$ cat config.mk
export PLATFORM = sky130hd
export DESIGN_NAME = sio_cfg_port
export DESIGN_NICKNAME = d
export VERILOG_FILES = /design/src/rtl/sio_cfg_pkg.sv /design/src/rtl/sio_key_gate.sv /design/src/rtl/sio_dev_bank.sv /design/src/rtl/sio_cfg_port.sv
export SDC_FILE = /design/constraint.sdc
export NUM_CORES = 1
export LEC_CHECK = 0
export BUFFER_PORTS_ARGS = -buffer_cell sky130_fd_sc_hd__buf_2
export CAP_MARGIN = 0
export CELL_PAD_IN_SITES_DETAIL_PLACEMENT = 2
export CELL_PAD_IN_SITES_GLOBAL_PLACEMENT = 2
export CORE_UTILIZATION = 34
export CTS_CLUSTER_DIAMETER = 150
export DETAILED_ROUTE_END_ITERATION = 10
export HOLD_SLACK_MARGIN = 0.06
export PLACE_DENSITY_LB_ADDON = 0.1
export SLEW_MARGIN = 25
export SYNTH_ARGS = -nofsm -noshare
export SYNTH_HDL_FRONTEND = slang
export SYNTH_SLANG_ARGS = --single-unit
$ cat constraint.sdc
create_clock -name clk -period 7.56 [get_ports clk]
set_clock_uncertainty 0.05 [all_clocks]
set_input_delay 0.756 -clock clk [delete_from_list [all_inputs] [get_ports clk]]
set_output_delay 0.756 -clock clk [all_outputs]
set_load 0.1 [all_outputs]
$ cat src/rtl/sio_cfg_pkg.sv
// Shared constants and the per-device configuration record for the
// indexed configuration port. Assumes a byte-wide bus.
package sio_cfg_pkg;

    localparam logic [7:0] KEY_OPEN    = 8'h55;
    localparam logic [7:0] KEY_CLOSE   = 8'hAA;
    localparam logic [7:0] LOCKED_BYTE = 8'hFF;

    // Global register numbers
    localparam logic [7:0] REG_DEVSEL  = 8'h07;
    localparam logic [7:0] REG_IDENT   = 8'h20;

    // Banked register numbers (0x30 and above go to the selected bank)
    localparam logic [7:0] REG_ENABLE  = 8'h30;
    localparam logic [7:0] REG_BASE_HI = 8'h60;
    localparam logic [7:0] REG_BASE_LO = 8'h61;
    localparam logic [7:0] REG_INT_A   = 8'h70;
    localparam logic [7:0] REG_INT_B   = 8'h72;
    localparam logic [7:0] REG_DMA_CH  = 8'h74;
    localparam logic [7:0] REG_MODE_A  = 8'hF0;
    localparam logic [7:0] REG_MODE_B  = 8'hF1;

    typedef struct packed {
        logic        enable;
        logic [15:0] base;
        logic [7:0]  int_a;
        logic [7:0]  int_b;
        logic [7:0]  dma_ch;
        logic [7:0]  mode_a;
        logic [7:0]  mode_b;
    } dev_cfg_t;

endpackage

$ cat src/rtl/sio_key_gate.sv
// Lock state and index register of the configuration port.
// Assumes: idx_wr is a one-cycle strobe for each index-location write.
// While locked, only KEY_OPEN is honoured. While open, KEY_CLOSE locks,
// and any other byte becomes the register number.
module sio_key_gate
    import sio_cfg_pkg::*;
(
    input  logic       clk,
    input  logic       rst_n,
    input  logic       idx_wr,
    input  logic [7:0] wdata,
    output logic       unlocked,
    output logic [7:0] index
);

    // Track the lock state and latch register numbers
    always_ff @(posedge clk) begin
        if (!rst_n) begin
            unlocked <= 1'b0;
            index    <= 8'h00;
        end else if (idx_wr) begin
            if (!unlocked) begin
                if (wdata == KEY_OPEN) unlocked <= 1'b1;
            end else if (wdata == KEY_CLOSE) begin
                unlocked <= 1'b0;
            end else begin
                index <= wdata;
            end
        end
    end

    // the port opens only after the open key on the index location
    p_open_by_key_r3: assert property (@(posedge clk) disable iff (!rst_n)
        $rose(unlocked) |-> $past(idx_wr && wdata == KEY_OPEN));

    // the port closes only after the close key on the index location
    p_close_by_key_r4: assert property (@(posedge clk) disable iff (!rst_n)
        $fell(unlocked) |-> $past(idx_wr && wdata == KEY_CLOSE));

    // the index never moves while the port is locked
    p_index_frozen_r3: assert property (@(posedge clk) disable iff (!rst_n)
        !unlocked |=> $stable(index));

endmodule

$ cat src/rtl/sio_dev_bank.sv
// Register bank of one logical device.
// Assumes: we is asserted only for a data write that targets this bank.
// Unknown register numbers are dropped on write and read as zero.
module sio_dev_bank
    import sio_cfg_pkg::*;
(
    input  logic       clk,
    input  logic       rst_n,
    input  logic       we,
    input  logic [7:0] idx,
    input  logic [7:0] wdata,
    output logic [7:0] rdata,
    output dev_cfg_t   cfg
);

    // Store the written byte into the addressed bank register
    always_ff @(posedge clk) begin
        if (!rst_n) begin
            cfg <= '0;
        end else if (we) begin
            case (idx)
                REG_ENABLE:  cfg.enable      <= wdata[0];
                REG_BASE_HI: cfg.base[15:8]  <= wdata;
                REG_BASE_LO: cfg.base[7:0]   <= wdata;
                REG_INT_A:   cfg.int_a       <= wdata;
                REG_INT_B:   cfg.int_b       <= wdata;
                REG_DMA_CH:  cfg.dma_ch      <= wdata;
                REG_MODE_A:  cfg.mode_a      <= wdata;
                REG_MODE_B:  cfg.mode_b      <= wdata;
                default:     ;
            endcase
        end
    end

    // Return the addressed bank register, zero for unknown numbers
    always_comb begin
        case (idx)
            REG_ENABLE:  rdata = {7'b0, cfg.enable};
            REG_BASE_HI: rdata = cfg.base[15:8];
            REG_BASE_LO: rdata = cfg.base[7:0];
            REG_INT_A:   rdata = cfg.int_a;
            REG_INT_B:   rdata = cfg.int_b;
            REG_DMA_CH:  rdata = cfg.dma_ch;
            REG_MODE_A:  rdata = cfg.mode_a;
            REG_MODE_B:  rdata = cfg.mode_b;
            default:     rdata = 8'h00;
        endcase
    end

    // a bank that was not written keeps every setting
    p_bank_hold_r2: assert property (@(posedge clk) disable iff (!rst_n)
        !we |=> $stable(cfg));

    // the activate output follows bit 0 of the byte written to 0x30
    p_enable_bit_r10: assert property (@(posedge clk) disable iff (!rst_n)
        (we && idx == REG_ENABLE) |=> cfg.enable == $past(wdata[0]));

endmodule

$ cat src/rtl/sio_cfg_port.sv
// Top of the indexed configuration port.
// Index location (bus_sel_data=0) holds the register number. The data
// location (bus_sel_data=1) accesses it. Register 0x07 selects a logical
// device, and numbers 0x30 and above reach that device's bank. Assumes
// single-cycle write strobes. Reads are combinational and have no side
// effects.
module sio_cfg_port
    import sio_cfg_pkg::*;
#(
    parameter int         NUM_DEV  = 8,
    parameter logic [7:0] IDENT_ID = 8'h40
) (
    input  logic                 clk,
    input  logic                 rst_n,
    input  logic                 bus_wr,
    input  logic                 bus_sel_data,
    input  logic [7:0]           bus_wdata,
    output logic [7:0]           bus_rdata,
    output logic [NUM_DEV-1:0]   dev_active,
    output logic [NUM_DEV*16-1:0] dev_base,
    output logic [NUM_DEV*8-1:0] dev_irq,
    output logic [NUM_DEV*8-1:0] dev_irq2,
    output logic [NUM_DEV*8-1:0] dev_dma,
    output logic [NUM_DEV*8-1:0] dev_mode_a,
    output logic [NUM_DEV*8-1:0] dev_mode_b
);

    localparam logic [7:0] DEV_LIMIT = 8'(NUM_DEV);

    logic               unlocked;
    logic [7:0]         index;
    logic [7:0]         devsel;
    logic               data_wr;
    logic               in_bank;
    logic [NUM_DEV-1:0] bank_we;
    logic [7:0]         bank_rd [NUM_DEV];
    dev_cfg_t           bank_cfg [NUM_DEV];
    logic [7:0]         sel_rd;

    sio_key_gate u_gate (
        .clk      (clk),
        .rst_n    (rst_n),
        .idx_wr   (bus_wr && !bus_sel_data),
        .wdata    (bus_wdata),
        .unlocked (unlocked),
        .index    (index)
    );

    assign data_wr = bus_wr && bus_sel_data && unlocked;
    assign in_bank = (index >= REG_ENABLE);

    // Hold the logical-device select
    always_ff @(posedge clk) begin
        if (!rst_n)                              devsel <= 8'h00;
        else if (data_wr && index == REG_DEVSEL) devsel <= bus_wdata;
    end

    for (genvar d = 0; d < NUM_DEV; d++) begin : g_bank
        assign bank_we[d] = data_wr && in_bank && (devsel == 8'(d));

        sio_dev_bank u_bank (
            .clk   (clk),
            .rst_n (rst_n),
            .we    (bank_we[d]),
            .idx   (index),
            .wdata (bus_wdata),
            .rdata (bank_rd[d]),
            .cfg   (bank_cfg[d])
        );

        assign dev_active[d]         = bank_cfg[d].enable;
        assign dev_base[d*16 +: 16]  = bank_cfg[d].base;
        assign dev_irq[d*8 +: 8]     = bank_cfg[d].int_a;
        assign dev_irq2[d*8 +: 8]    = bank_cfg[d].int_b;
        assign dev_dma[d*8 +: 8]     = bank_cfg[d].dma_ch;
        assign dev_mode_a[d*8 +: 8]  = bank_cfg[d].mode_a;
        assign dev_mode_b[d*8 +: 8]  = bank_cfg[d].mode_b;
    end

    // Pick the read byte of the selected bank, zero when out of range
    always_comb begin
        sel_rd = 8'h00;
        for (int d = 0; d < NUM_DEV; d++) begin
            if (devsel == 8'(d)) sel_rd = bank_rd[d];
        end
    end

    // Drive the read byte for the addressed location
    always_comb begin
        if (!unlocked)          bus_rdata = LOCKED_BYTE;
        else if (!bus_sel_data) bus_rdata = index;
        else if (index == REG_DEVSEL) bus_rdata = devsel;
        else if (index == REG_IDENT)  bus_rdata = IDENT_ID;
        else if (in_bank)       bus_rdata = sel_rd;
        else                    bus_rdata = 8'h00;
    end

    // a data write reaches at most one bank
    p_one_bank_r7: assert property (@(posedge clk) disable iff (!rst_n)
        $onehot0(bank_we));

    // an out-of-range select reaches no bank
    p_no_bank_out_of_range_r13: assert property (@(posedge clk) disable iff (!rst_n)
        (devsel >= DEV_LIMIT) |-> bank_we == '0);

    // a locked port shows 0xFF on either location
    p_locked_read_r2: assert property (@(posedge clk) disable iff (!rst_n)
        !unlocked |-> bus_rdata == LOCKED_BYTE);

    // the identifier register always reads the fixed ID
    p_ident_r6: assert property (@(posedge clk) disable iff (!rst_n)
        (unlocked && bus_sel_data && index == REG_IDENT) |-> bus_rdata == IDENT_ID);

    // locked writes never reach any bank
    p_locked_no_we_r2: assert property (@(posedge clk) disable iff (!rst_n)
        !unlocked |-> bank_we == '0);

endmodule

**Word-level counts from Yosys, hierarchy flattened**

Cells that the tools add are included.

- Bits in registers: 473
- Output and inout port bits: 464
- Word-level logic and storage cells: 192

- Magnitude comparators: 1
- Equal/unequal tests: 19
- Mux-type cells: 24
- Bitwise gates (word level): 1
- Reductions and logical operators: 80

Operator list:

| cell | count |
|---|---|
| one-hot mux 8 bit (8 select lines) | 8 |
| AND reduction 2 bit | 64 |
| 2-to-1 mux 8 bit | 13 |
| == test 8 x 7 -> 1 bit (second input constant) | 6 |
| == test 8 x 3 -> 1 bit (second input constant) | 5 |
| == test 8 bit (second input constant) | 3 |
| == test 8 x 2 -> 1 bit (second input constant) | 2 |
| == test 8 x 6 -> 1 bit (second input constant) | 2 |
| logical AND 1 bit | 13 |
| == test 8 x 1 -> 1 bit (second input constant) | 1 |
| greater-or-equal comparator 8 x 6 -> 1 bit (second input constant) | 1 |
| zero test 8 bit | 1 |
| 2-to-1 mux 1 bit | 3 |
| AND reduction 3 bit | 1 |
| zero test 1 bit | 1 |
| NOT 1 bit | 1 |

**Logic depth before layout (Yosys ltp)**

- Depth after elaboration: 15
- Depth in mapped cells: 12
- Gate-level depth less buffers: 7

**By module**

A second synthesis with hierarchy kept.

- Cell total of the unflattened synthesis: 2585
- Area, all modules: 24011.8 um2

Modules (own cells, without submodules):

| module | times used | cells an instance | area each (um2) | seq. area each (um2) |
|---|---|---|---|---|
| sio_dev_bank (g_bank[2].u_bank ...) | 6 | 305 | 2827.7 | 1141.1 |
| sio_dev_bank (g_bank[0].u_bank ...) | 2 | 280 | 2676.3 | 1141.1 |
| sio_cfg_port | 1 | 151 | 1277.5 | 160.2 |
| sio_key_gate | 1 | 44 | 415.4 | 180.2 |

**Least setup slack after synthesis**

Ideal clock, no wire load.

- Path kind: reg2out
- Start: reg u_gate.index[1]
- End: out bus_rdata[1]
- Data arrival time: 3.724 ns
- Required time: 6.754 ns
- Setup slack: 3.030 ns
- Stages on the path, launching flop included: 11
- Cell sequence: dfxtp_1 > buf_2 > nor4b_2 > clkbuf_1 > clkbuf_1 > nand3_1 > o21ai_0 > a222oi_1 > nand4_1 > nand3_1 > a32oi_1

- Cells in the longest elaborated chain, start to end: 15
- Elaborated cells between the ends (all ways): 32

Ends and longest elaborated chain:

| what | RTL line | RTL |
|---|---|---|
| start: declaration | sio_key_gate.sv:13 | `output logic [7:0] index` |
| start signal: assignment | sio_key_gate.sv:27 | `index <= wdata;` |
| == test 8 bit, or another cell as far along | sio_dev_bank.sv:37 | `case (idx)` |
| one-hot mux 8 bit (8 select lines) | sio_dev_bank.sv:37 |  |
| 2-to-1 mux 8 bit (8 in a row) | sio_cfg_port.sv:84 | `if (devsel == 8'(d)) sel_rd = bank_rd[d];` |
| 2-to-1 mux 8 bit | sio_cfg_port.sv:94 | `else if (in_bank) bus_rdata = sel_rd;` |
| 2-to-1 mux 8 bit | sio_cfg_port.sv:93 | `else if (index == REG_IDENT) bus_rdata = IDENT_ID;` |
| 2-to-1 mux 8 bit | sio_cfg_port.sv:92 | `else if (index == REG_DEVSEL) bus_rdata = devsel;` |
| 2-to-1 mux 8 bit (*) | sio_cfg_port.sv:91 | `else if (!bus_sel_data) bus_rdata = index;` |
| 2-to-1 mux 8 bit (*) | sio_cfg_port.sv:90 | `if (!unlocked) bus_rdata = LOCKED_BYTE;` |
| end: declaration | sio_cfg_port.sv:18 | `output logic [7:0] bus_rdata,` |

Every way passes the cells marked *; elsewhere a longest branch is shown, timed or not.

**Worst setup path after layout**

- Start: reg u_gate.index[0]
- End: out bus_rdata[0]

Same word-level chain as after synthesis.

==> flow_summary_export.csv <==
group,metric,value,unit
finish,drive_gt1_frac,0.2331,
power_and_ir_drop,power.leakage,9.960,nW
sta,tns,0,ns
worst_setup_path,r2r_end,"g_bank[4].u_bank.cfg[23]$_SDFFE_PN0P_",
logic_synthesis,yosys_warnings,0,
worst_setup_path,crit_fanout,35,
floorplan,num_rows,93,
clock_tree,cts-root-buf,"clkbuf_16",
place,numPortBuffers,475,
logic_synthesis,yosysSeqAreaShare,0.4265,
drt,via_per_inst,6.122,
logic_synthesis,syn_avg_cell_area,8.142,µm²
drt,dr_wl_met3,8279,µm
clock_tree,clock_sinks,473,
worst_setup_path,crit_family,"compound AO/OA/AOI/OAI gates",
power_and_ir_drop,totalPowerFinal,5.488,mW
clock_tree,cts_tree,"built",
logic_synthesis,synthTopCellsByArea,"dfxtp_1, nand2_1, a21boi_0",
worst_setup_path,max_stage_delay,0.97,ns
sta,rsz0062_at_grt,"no",
clock_tree,cts.clk_slew.worst_paths,0.06,ns
sta,slew_violations,0,
floorplan,fp.dieW,257.6,µm
floorplan,core_area,0.06446,mm²
global_route,antenna_found_initial,1,
drt,ant_nets,0,
worst_setup_path,r2r-start,"devsel[7]$_SDFFE_PN0P_",
logic_synthesis,yosys.area_share.simple,0.2083,
clock_tree,h-tree-depth,2,
finish,fill_cells,7326,
worst_setup_path,startpoint,"u_gate.index[0]$_SDFFE_PN0P_",
logic_synthesis,ys_types,80,
logic_synthesis,synth_top_area_share,0.4265,
drt,route.detailed.drc,0,
floorplan,die_y,257.6,µm
worst_setup_path,crit_cells,9,
logic_synthesis,synth-edff-count,0,
worst_hold_path,holdCritPathClass,"reg2reg",
logic_synthesis,synth_area,0.02220,mm²
place,pre_cts_ws,1.779,ns
floorplan,initial_core_util,0.3444,
clock_tree,clock_latency,0.62,ns
logic_synthesis,synth-xor-area-share,0,
drt,avgRoutedWirePerCell,32.52,µm
sta,timing.final.crit_period,6.668,ns
sta,whs,0.4336,ns
logic_synthesis,netlist_instances,2727,
logic_synthesis,synth_top_family_by_area,"compound AO/OA/AOI/OAI gates",
global_route,grt_pass1_wl,185300,µm
global_route,grt_use_total,0.3789,
worst_setup_path,path_buf_inv,2,
worst_setup_path,worstSetupEndpointType,"primary output",
drt,num_vias,24389,
finish,nets,3095,
sta,setup_ws,0.8920,ns
drt,m1WireLength,50610,µm
drt,top_layer,"met5",
floorplan,die-area,0.06633,mm²
place,hpwl,90410,µm
sta,hold_viol_final,0,
place,gp_congestion,0.9565,
sta,max_freq,150.0,MHz
clock_tree,cts_hold_repair.buffers,0,
run_status,status,"completed",
global_route,gr-total-overflow,0,
finish,finalNonFillerCells,3984,
logic_synthesis,synthMuxAreaShare,0.01037,
worst_setup_path,worstPathCellList,"nor4b_4 -> buf_4 -> and2_2 -> a2111oi_0 -> and3_1 -> a2111oi_1 -> o31ai_1 -> a22oi_1 -> buf_2",
clock_tree,clock_path_buffers,3,
worst_setup_path,ff2ff_path_depth,8,
worst_setup_path,cp-endpoint,"bus_rdata[0]",
logic_synthesis,synth-seq-cells,473,
job,maxCapViolCount,0,
logic_synthesis,synth_top_area_cell,"dfxtp_1",
worst_setup_path,critPathKind,"reg2out",
drt,finalWirelength,129500,µm
drt,drt-initial-drc-count,2265,
logic_synthesis,synth_compound_area_frac,0.3108,
clock_tree,cts_made_buffers,55,
sta,tightest_slew,1.076,ns
logic_synthesis,synth-main-ff-cell,"dfxtp_1",
finish,synthToLayoutAreaGrowth,22.06,%
global_route,grt_pass1_vias,25527,
sta,period_share,0.8820,
clock_tree,postCtsSetupBuffers,0,
worst_setup_path,r2r_setup_slack,3.50,ns
worst_setup_path,critPathLaunchType,"flop",
sta,relSlewSlack,0.2806,
worst_setup_path,arrival,5.86,ns
logic_synthesis,synth_nets,2739,
global_route,grt_max_degree,198,
logic_synthesis,async_reset_ff_frac,0,
place,dp.cells,3880,
drt,route.met2.wl,63240,µm
power_and_ir_drop,p_per_area,202.5,mW/mm²
power_and_ir_drop,ir_drop,156.7,µV
logic_synthesis,synth_fa_ha_area_frac,0.0004508,
worst_setup_path,cp.required,6.75,ns
worst_setup_path,crit_path_top_delay_cell,"dfxtp_1",
worst_hold_path,hold_path_depth,2,
drt,dr.pass1.iters,9,
sta,setup_violations,0,
floorplan,ios,476,
clock_tree,ctsResizeCount,0,
registers in the layout, summed over array words and instances, names as in the netlist:
name               flops
g_bank.u_bank.cfg    456
devsel                 8
u_gate.index           8
u_gate.unlocked        1
worst reg2reg max path: stages (launching register included):
cell and delay (ns):
dfxtp_1 0.37, or4_1 0.72, nor3b_2 0.32, and2_1 0.48, nand2_2 0.48, buf_4 0.42
nor2_1 0.78, nand2_1 0.13, a21boi_0 0.23
worst min-delay path by stage:
stage	from	endpoint	slack, ns
2_1_floorplan	devsel[3]$_SDFFE_PN0P_	devsel[3]$_SDFFE_PN0P_	0.40
3_3_place_gp	g_bank[7].u_bank.cfg[31]$_SDFFE_PN0P_	g_bank[7].u_bank.cfg[31]$_SDFFE_PN0P_	0.41
3_5_place_dp	g_bank[7].u_bank.cfg[30]$_SDFFE_PN0P_	g_bank[7].u_bank.cfg[30]$_SDFFE_PN0P_	0.42
4_1_cts	g_bank[7].u_bank.cfg[31]$_SDFFE_PN0P_	g_bank[7].u_bank.cfg[31]$_SDFFE_PN0P_	0.43
5_1_grt	g_bank[7].u_bank.cfg[31]$_SDFFE_PN0P_	g_bank[7].u_bank.cfg[31]$_SDFFE_PN0P_	0.45
6_report	g_bank[7].u_bank.cfg[31]$_SDFFE_PN0P_	g_bank[7].u_bank.cfg[31]$_SDFFE_PN0P_	0.43
metrics by stage:
step	utilization	instance area, µm²
2_1_floorplan	-	22200
3_3_place_gp	0.3907	25190
3_5_place_dp	0.3907	25190
4_1_cts	0.4199	27070
5_1_grt	0.4204	27100
6_report	0.4204	27100
cell families after synthesis:
family,after synthesis
simple gates,1063
buf+inv,236
flops,473
fa+ha+maj,1
compound gates,931
mux,23
final cells by class:
class	instances	area [µm²]	share of cell area
diodes	1	2.502	0.00009234
flip-flops and latches	473	9470	0.3494
repair buffers	531	2831	0.1045
inverters	4	15.01	0.0005540
clock inverters	21	242.7	0.008957
clock buffers	81	1637	0.06039
well taps	855	1070	0.03947
multi-input cells	2018	11830	0.4366
placed cells by master, fill, tap and decap left out, drive strengths merged, types with 8 or more instances in the layout:
cell type	n
nand2	838
buf	531
dfxtp	473
a21boi	468
o21ai	192
nor2	84
clkbuf	81
a22oi	70
a222oi	52
nand3	33
a31oi	25
mux2i	23
a221oi	23
nor3	21
a22o	19
a21oi	18
and3	16
clkinv	14
nand4	9
and2	9
nor2b	8
a211oi	8
a2111oi	8
where the power goes:
| part | switching [mW] | internal [mW] | total [mW] |
|---|---|---|---|
| Clock | 1.17 | 1.66 | 2.83 |
| Combinational | 0.118 | 0.0476 | 0.165 |
| Sequential | 0.0000843 | 2.49 | 2.49 |
cells in the mapped netlist (all sizes together), types with 5 or more instances:
cell	n
nand2	838
dfxtp	473
a21boi	468
o21ai	192
clkbuf	165
nor2	84
a22oi	70
buf	67
a222oi	52
nand3	33
a31oi	25
a221oi	23
mux2i	23
nor3	21
a22o	19
a21oi	18
and3	16
and2	9
nand4	9
a2111oi	8
a211oi	8
nor2b	8
nand3b	7
nor4	7
o22ai	7
a221o	6
o31ai	6
nor3b	5
layer usage:
| metal | up-vias | GRT usage |
|---|---|---|
| li1 | 10331 | - |
| met1 | 12592 | 0.4547 |
| met2 | 1100 | 0.6517 |
| met3 | 364 | 0.05909 |
| met4 | 2 | 0.1982 |
| met5 | - | 0 |
(Power assumes the default switching activity.)
